$ cat src/rtl/supply_guard_pkg.sv
package supply_guard_pkg;
  localparam int REG_W   = 8;
  localparam int SRC_BIT = 7;
  localparam int IEN_BIT = 6;
  localparam int THR_BIT = 5;
  localparam int LVD_BIT = 4;
  localparam int WDG_BIT = 0;
  localparam int SYNC_STAGES = 2;

  typedef struct packed {
    logic wrCtrl;
    logic srcSelNext;
    logic intEnNext;
    logic clrLvd;
    logic clrWdg;
    logic setLvd;
    logic setWdg;
    logic setPend;
    logic clrPend;
  } guardStrobe_t;
endpackage

$ cat src/rtl/sg_ctrl.sv
module sg_ctrl
  import supply_guard_pkg::*;
#(
  parameter int STAGES = SYNC_STAGES
) (
  input  logic         clk,
  input  logic         rstN,
  input  logic         monEnable,
  input  logic         belowThrAsync,
  input  logic         wrEn,
  input  logic         wrSrc,
  input  logic         wrIen,
  input  logic         wrLvd,
  input  logic         wrWdg,
  input  logic         lvdRstEvt,
  input  logic         wdgRstEvt,
  input  logic         irqAck,
  input  logic         intEn,
  output guardStrobe_t strobe,
  output logic         thrFlag
);
  localparam int TOP = STAGES - 1;

  logic [STAGES-1:0] syncQ;
  logic              toggle;

  generate
    if (STAGES == 1) begin : g_one
      always_ff @(posedge clk or negedge rstN)
        if (!rstN) syncQ <= '0;
        else       syncQ <= belowThrAsync;
    end else begin : g_many
      always_ff @(posedge clk or negedge rstN)
        if (!rstN) syncQ <= '0;
        else       syncQ <= {syncQ[STAGES-2:0], belowThrAsync};
    end
  endgenerate

  always_ff @(posedge clk or negedge rstN)
    if (!rstN)          thrFlag <= 1'b0;
    else if (monEnable) thrFlag <= syncQ[TOP];
    else                thrFlag <= 1'b0;

  assign toggle = monEnable && (syncQ[TOP] != thrFlag);

  always_comb begin
    strobe            = '0;
    strobe.wrCtrl     = wrEn;
    strobe.srcSelNext = wrSrc;
    strobe.intEnNext  = wrIen;
    strobe.clrLvd     = wrEn && !wrLvd;
    strobe.clrWdg     = wrEn && !wrWdg;
    strobe.setLvd     = lvdRstEvt;
    strobe.setWdg     = wdgRstEvt;
    strobe.setPend    = toggle && intEn;
    strobe.clrPend    = irqAck;
  end


  thr_off_chk: assert property (@(posedge clk) disable iff (!rstN)
    !monEnable |=> !thrFlag);


  thr_follow_chk: assert property (@(posedge clk) disable iff (!rstN)
    (monEnable && syncQ[TOP]) |=> (thrFlag || !monEnable));
endmodule

$ cat src/rtl/sg_data.sv
module sg_data
  import supply_guard_pkg::*;
(
  input  logic         clk,
  input  logic         rstN,
  input  logic         porN,
  input  guardStrobe_t strobe,
  output logic         srcSel,
  output logic         intEn,
  output logic         lvdFlag,
  output logic         wdgFlag,
  output logic         pending
);
  always_ff @(posedge clk or negedge rstN)
    if (!rstN) begin
      srcSel  <= 1'b0;
      intEn   <= 1'b0;
      pending <= 1'b0;
    end else begin
      if (strobe.wrCtrl) begin
        srcSel <= strobe.srcSelNext;
        intEn  <= strobe.intEnNext;
      end
      if (strobe.setPend)      pending <= 1'b1;
      else if (strobe.clrPend) pending <= 1'b0;
    end

  always_ff @(posedge clk or negedge porN)
    if (!porN) begin
      lvdFlag <= 1'b0;
      wdgFlag <= 1'b0;
    end else begin
      if (strobe.setLvd)      lvdFlag <= 1'b1;
      else if (strobe.clrLvd) lvdFlag <= 1'b0;
      if (strobe.setLvd)      wdgFlag <= 1'b0;
      else if (strobe.setWdg) wdgFlag <= 1'b1;
      else if (strobe.clrWdg) wdgFlag <= 1'b0;
    end


  lvd_over_wdg_chk: assert property (@(posedge clk) disable iff (!porN)
    strobe.setLvd |=> (lvdFlag && !wdgFlag));


  lvd_clear_chk: assert property (@(posedge clk) disable iff (!porN)
    (strobe.clrLvd && !strobe.setLvd) |=> !lvdFlag);


  pend_set_chk: assert property (@(posedge clk) disable iff (!rstN)
    strobe.setPend |=> pending);


  pend_ack_chk: assert property (@(posedge clk) disable iff (!rstN)
    (strobe.clrPend && !strobe.setPend) |=> !pending);
endmodule

$ cat src/rtl/supply_guard_reg.sv
module supply_guard_reg
  import supply_guard_pkg::*;
(
  input  logic             clk,
  input  logic             rstN,
  input  logic             porN,
  input  logic             monEnable,
  input  logic             belowThrAsync,
  input  logic             wrEn,
  input  logic [REG_W-1:0] wrData,
  output logic [REG_W-1:0] rdData,
  input  logic             lvdRstEvt,
  input  logic             wdgRstEvt,
  input  logic             irqAck,
  output logic             irqReq,
  output logic             monSrcSel
);
  guardStrobe_t strobe;
  logic srcSel, intEn, thrFlag, lvdFlag, wdgFlag, pending;
  logic unusedWrBits;

  assign unusedWrBits = ^{wrData[THR_BIT], wrData[3:1]};

  sg_ctrl #(.STAGES(SYNC_STAGES)) u_ctrl (
    .clk(clk), .rstN(rstN), .monEnable(monEnable),
    .belowThrAsync(belowThrAsync), .wrEn(wrEn),
    .wrSrc(wrData[SRC_BIT]), .wrIen(wrData[IEN_BIT]),
    .wrLvd(wrData[LVD_BIT]), .wrWdg(wrData[WDG_BIT]),
    .lvdRstEvt(lvdRstEvt), .wdgRstEvt(wdgRstEvt), .irqAck(irqAck),
    .intEn(intEn), .strobe(strobe), .thrFlag(thrFlag)
  );

  sg_data u_data (
    .clk(clk), .rstN(rstN), .porN(porN), .strobe(strobe),
    .srcSel(srcSel), .intEn(intEn), .lvdFlag(lvdFlag),
    .wdgFlag(wdgFlag), .pending(pending)
  );

  always_comb begin
    rdData          = '0;
    rdData[SRC_BIT] = srcSel;
    rdData[IEN_BIT] = intEn;
    rdData[THR_BIT] = thrFlag;
    rdData[LVD_BIT] = lvdFlag;
    rdData[WDG_BIT] = wdgFlag;
  end

  assign irqReq    = pending;
  assign monSrcSel = srcSel;


  cause_keep_chk: assert property (@(posedge clk) disable iff (!porN)
    (!rstN && !lvdRstEvt && !wdgRstEvt && !wrEn) |=> $stable(rdData[LVD_BIT]));
endmodule

$ cat config.mk
export PLATFORM = sky130hd
export DESIGN_NAME = supply_guard_reg
export DESIGN_NICKNAME = d
export VERILOG_FILES = /design/src/rtl/supply_guard_pkg.sv /design/src/rtl/sg_ctrl.sv /design/src/rtl/sg_data.sv /design/src/rtl/supply_guard_reg.sv
export SDC_FILE = /design/constraint.sdc
export NUM_CORES = 1
export LEC_CHECK = 0
export ABC_AREA = 1
export BUFFER_PORTS_ARGS = -buffer_cell sky130_fd_sc_hd__buf_4
export CELL_PAD_IN_SITES_DETAIL_PLACEMENT = 1
export CELL_PAD_IN_SITES_GLOBAL_PLACEMENT = 2
export CORE_ASPECT_RATIO = 1.4
export CORE_MARGIN = 5
export CORE_UTILIZATION = 17
export CTS_CLUSTER_DIAMETER = 100
export DETAILED_ROUTE_END_ITERATION = 10
export GPL_TIMING_DRIVEN = 0
export PLACE_DENSITY_LB_ADDON = 0.12
export SLEW_MARGIN = 15
export SYNTH_ARGS = -nofsm -noshare
export SYNTH_HDL_FRONTEND = slang
export SYNTH_SLANG_ARGS = --single-unit
$ cat constraint.sdc
create_clock -name clk -period 0.8 [get_ports clk]
set_input_delay 0.08 -clock clk [delete_from_list [all_inputs] [get_ports clk]]
set_output_delay 0.08 -clock clk [all_outputs]
set_load 0.05 [all_outputs]
==> summary.md <==
| Metric | Value |
|---|---|
| Critical-path cell list | buf_6 > buf_8 |
| TritonRoute pass-1 iters | 2 |
| Area Growth Syn to Fin | 83.06% |
| Post-synth top area share | roughly 53% |
| Max Cap Viol | 0 |
| Violations in the final reports | setup timing |
| Non-Filler Instances | between 90 and 100 |
| Endpoints failing hold | 0 |
| Slack of the critical path | -0.1933 ns |
| Worst EP required | 0.72 ns |
| Row count | 20 |
| CP Capture Type | output port |
| Clk_skew | 0.001998 ns |
| RR Startpoint | u_data.intEn |
| Area leader, netlist | dfrtp_1 |
| Final min period | roughly 0.99 ns |
| Routed wire per std cell | approximately 9 um |
| CTS root buf | clkbuf_4 |
| Design area | just under 700 um^2 |
| Cell Area, Synth | 376.6 um^2 |
| Pin count of the biggest net entering global routing | 7 |
| Setup crit start kind | flip-flop |
| Global placement routability congestion | ~0.62 |
| Initial antenna violation count | 0 |
| Vias/cell | 3.708 |
| Cells after DPL | between 80 and 90 |
| Largest cells by area after synthesis | dfrtp_1 (53%), buf_4 (16%), nand2_1 (16%), inv_1 (7.0%), nand3_1 (2.7%) |
| WS Path Type | reg -> out |
| Port Buffer Count | 19 |
| Post-DP Area | between 500 and 600 um^2 |
| Drc violations | 0 |
| Final #Nets | 93 |
| Mapped Cells | 45 |
| Die area | 0.003270 mm^2 |
| Num Clock Sinks | 8 |
| Global-route wire length before repair | ~1500 um |
| Total CTS buffers | 3 |
| Slowest stage delay, CP | approximately 0.41 ns |
| Mean Syn Cell Area | 8.369 um^2 |
| Fin. max-slew vios | 0 |
| Core area | around 0.0022 mm^2 |
| Peak supply drop | about 690 uV |
| Hpwl dp | approximately 760 um |
| Share of post-route cells with drive strength above 1 | 51.35% |
| Finished Core Util | 32.03% |
| RSZ-0062 raised after global routing | true |
| Synth Warn # | 0 |
| Slowest CP cell | dfrtp_2 |
| Clock-pin slew of the registers on the worst-case setup and hold paths | ~0.050 ns |
| Hold Path Class | in -> reg |
| H-tree depth | 1 |
| DR vias | 356 |
| CP Max Fanout | 3 |
| GRT Residual Overflow | 0 |
| Crit path from | u_data.srcSel |
| Netlist cell types | 9 |
| Seq/Total Area, Yosys | around 53% |
| Vias in the first global route | between 300 and 400 |
| 1st-iter DRT viols | 5 |
| Initial Util | between 15 and 20% |
| Tot Pwr | 1.134 mW |
| Leakage | between 0.3 and 0.4 nW |
| IO Pins | 27 |
| Yosys reg bits | 8 |
| Die H | about 66 um |
| Total wire length | about 860 um |
| # diodes | 0 |
| Worst Path Arrival | around 0.91 ns |
| Power Density | between 1500 and 2000 mW/mm^2 |
| Maximum clock rate | 1007 MHz |
| Status | finished with violations |
| Hold Path Origin | monEnable |
| Setup-failing EPs final | 8 |
| Post-route ant nets | 0 |
| Final period util | 124.2% |
| CTS tree | built |
| All-Layer GR Usage | 6.052% |
| Worst skew pair latency | 0.24 ns |
| Worst hold slack | 0.03481 ns |
| Die extent in x | 49.78 um |
| Longest Clk Path Bufs | 2 |
==> area by class of cell <==
| type | count | area [um^2] |
|---|---|---|
| fill | 259 | 1463 |
| timing repair buffer | 26 | 251.5 |
| sequential | 8 | 202.7 |
| multi-input combinational | 23 | 98.84 |
| buffer | 6 | 56.30 |
| inverter | 8 | 30.03 |
| tap | 22 | 27.53 |
| clock buffer | 3 | 22.52 |
==> kinds of logic (layout without fill, tap and decap cells) <==
family	Yosys count	after routing	share of synthesized area, %
and+or+nand+nor	19	19	19.60
buffers and inverters	16	43	23.92
DFF	8	8	53.16
other	1	3	0.9957
AOI/OAI and AO/OA	1	1	2.326
==> cells in the final DEF (no fill, tap or decap), drive strengths merged <==
master	synthesis	layout
buf	8	29
nand2	16	16
inv	8	8
dfrtp	8	8
conb	1	3
clkbuf	0	3
dlygate4sd3	0	3
nand3	2	2
o21ai	1	1
nor2	1	1
==> worst max-delay path, delay by kind of cell, from the launching register on <==
kind / cells / cell delay [ns]
flip-flops: 1 / 0.41
buffers and inverters: 2 / 0.26
==> where the power goes <==
part	switching [mW]	internal, mW	total (mW)	leakage (nW)
Clock	0.120	0.171	0.291	0.0138
Combinational	0.203	0.182	0.385	0.280
Sequential	0.0222	0.436	0.458	0.0939
Total	0.346	0.788	1.13	0.388
==> worst paths after layout <==
check / cells after the start / slack, ns / endpoint
setup / recovery: 2 / -0.19 / rdData[7]
hold / removal: 3 / 0.03 / u_ctrl.thrFlag
setup reg to reg: 5 / -0.03 / u_data.pending
hold reg to reg: 0 / 0.35 / u_ctrl.syncQ[1]
max in group asynchronous: 2 / 0.49 / u_data.pending
min in group asynchronous: 2 / 0.15 / u_data.lvdFlag
==> repair_timing <==
| action | CTS | global route |
|---|---|---|
| endpoints found under the hold margin | 9 | 0 |
| buffers inserted | 4 | 0 |
| hold buffers | 3 | 0 |
| resized for setup | 14 | 4 |
| cloned | 0 | 0 |
| endpoints found under the setup margin | 7 | 8 |
==> metrics by stage <==
stage                     TNS [ns]  worst slack [ns]
after floorplan           -0.03513          -0.03513
after global placement           0           0.01746
after detailed placement         0           0.01868
after CTS                   -1.076           -0.2121
after global routing        -1.305           -0.2384
final                      -0.9428           -0.1933
==> flip-flops by register name, summed over array words and instances, names as in the netlist <==
signal and flops:
u_data.srcSel 1, u_ctrl.thrFlag 1, u_data.wdgFlag 1, u_data.intEn 1
u_data.pending 1, u_data.lvdFlag 1, u_ctrl.syncQ 2
==> cells in the mapped netlist <==
library cell,count
buf_4,8
inv_1,7
dfrtp_1,8
o21ai_2,1
nand3_1,2
conb_1,1
inv_2,1
nand2_1,16
nor2_1,1
==> layer usage <==
metal / global-route usage [%] / wire length (um) / up-vias
met4: 2.951 / 0 / 0
met1: 5.694 / 308 / 164
met2: 10.51 / 469 / 12
li1: - / - / 180
met3: 3.175 / 83 / 0
met5: 0 / 0 / -
Note: power is estimated with default switching activity, not from simulation.
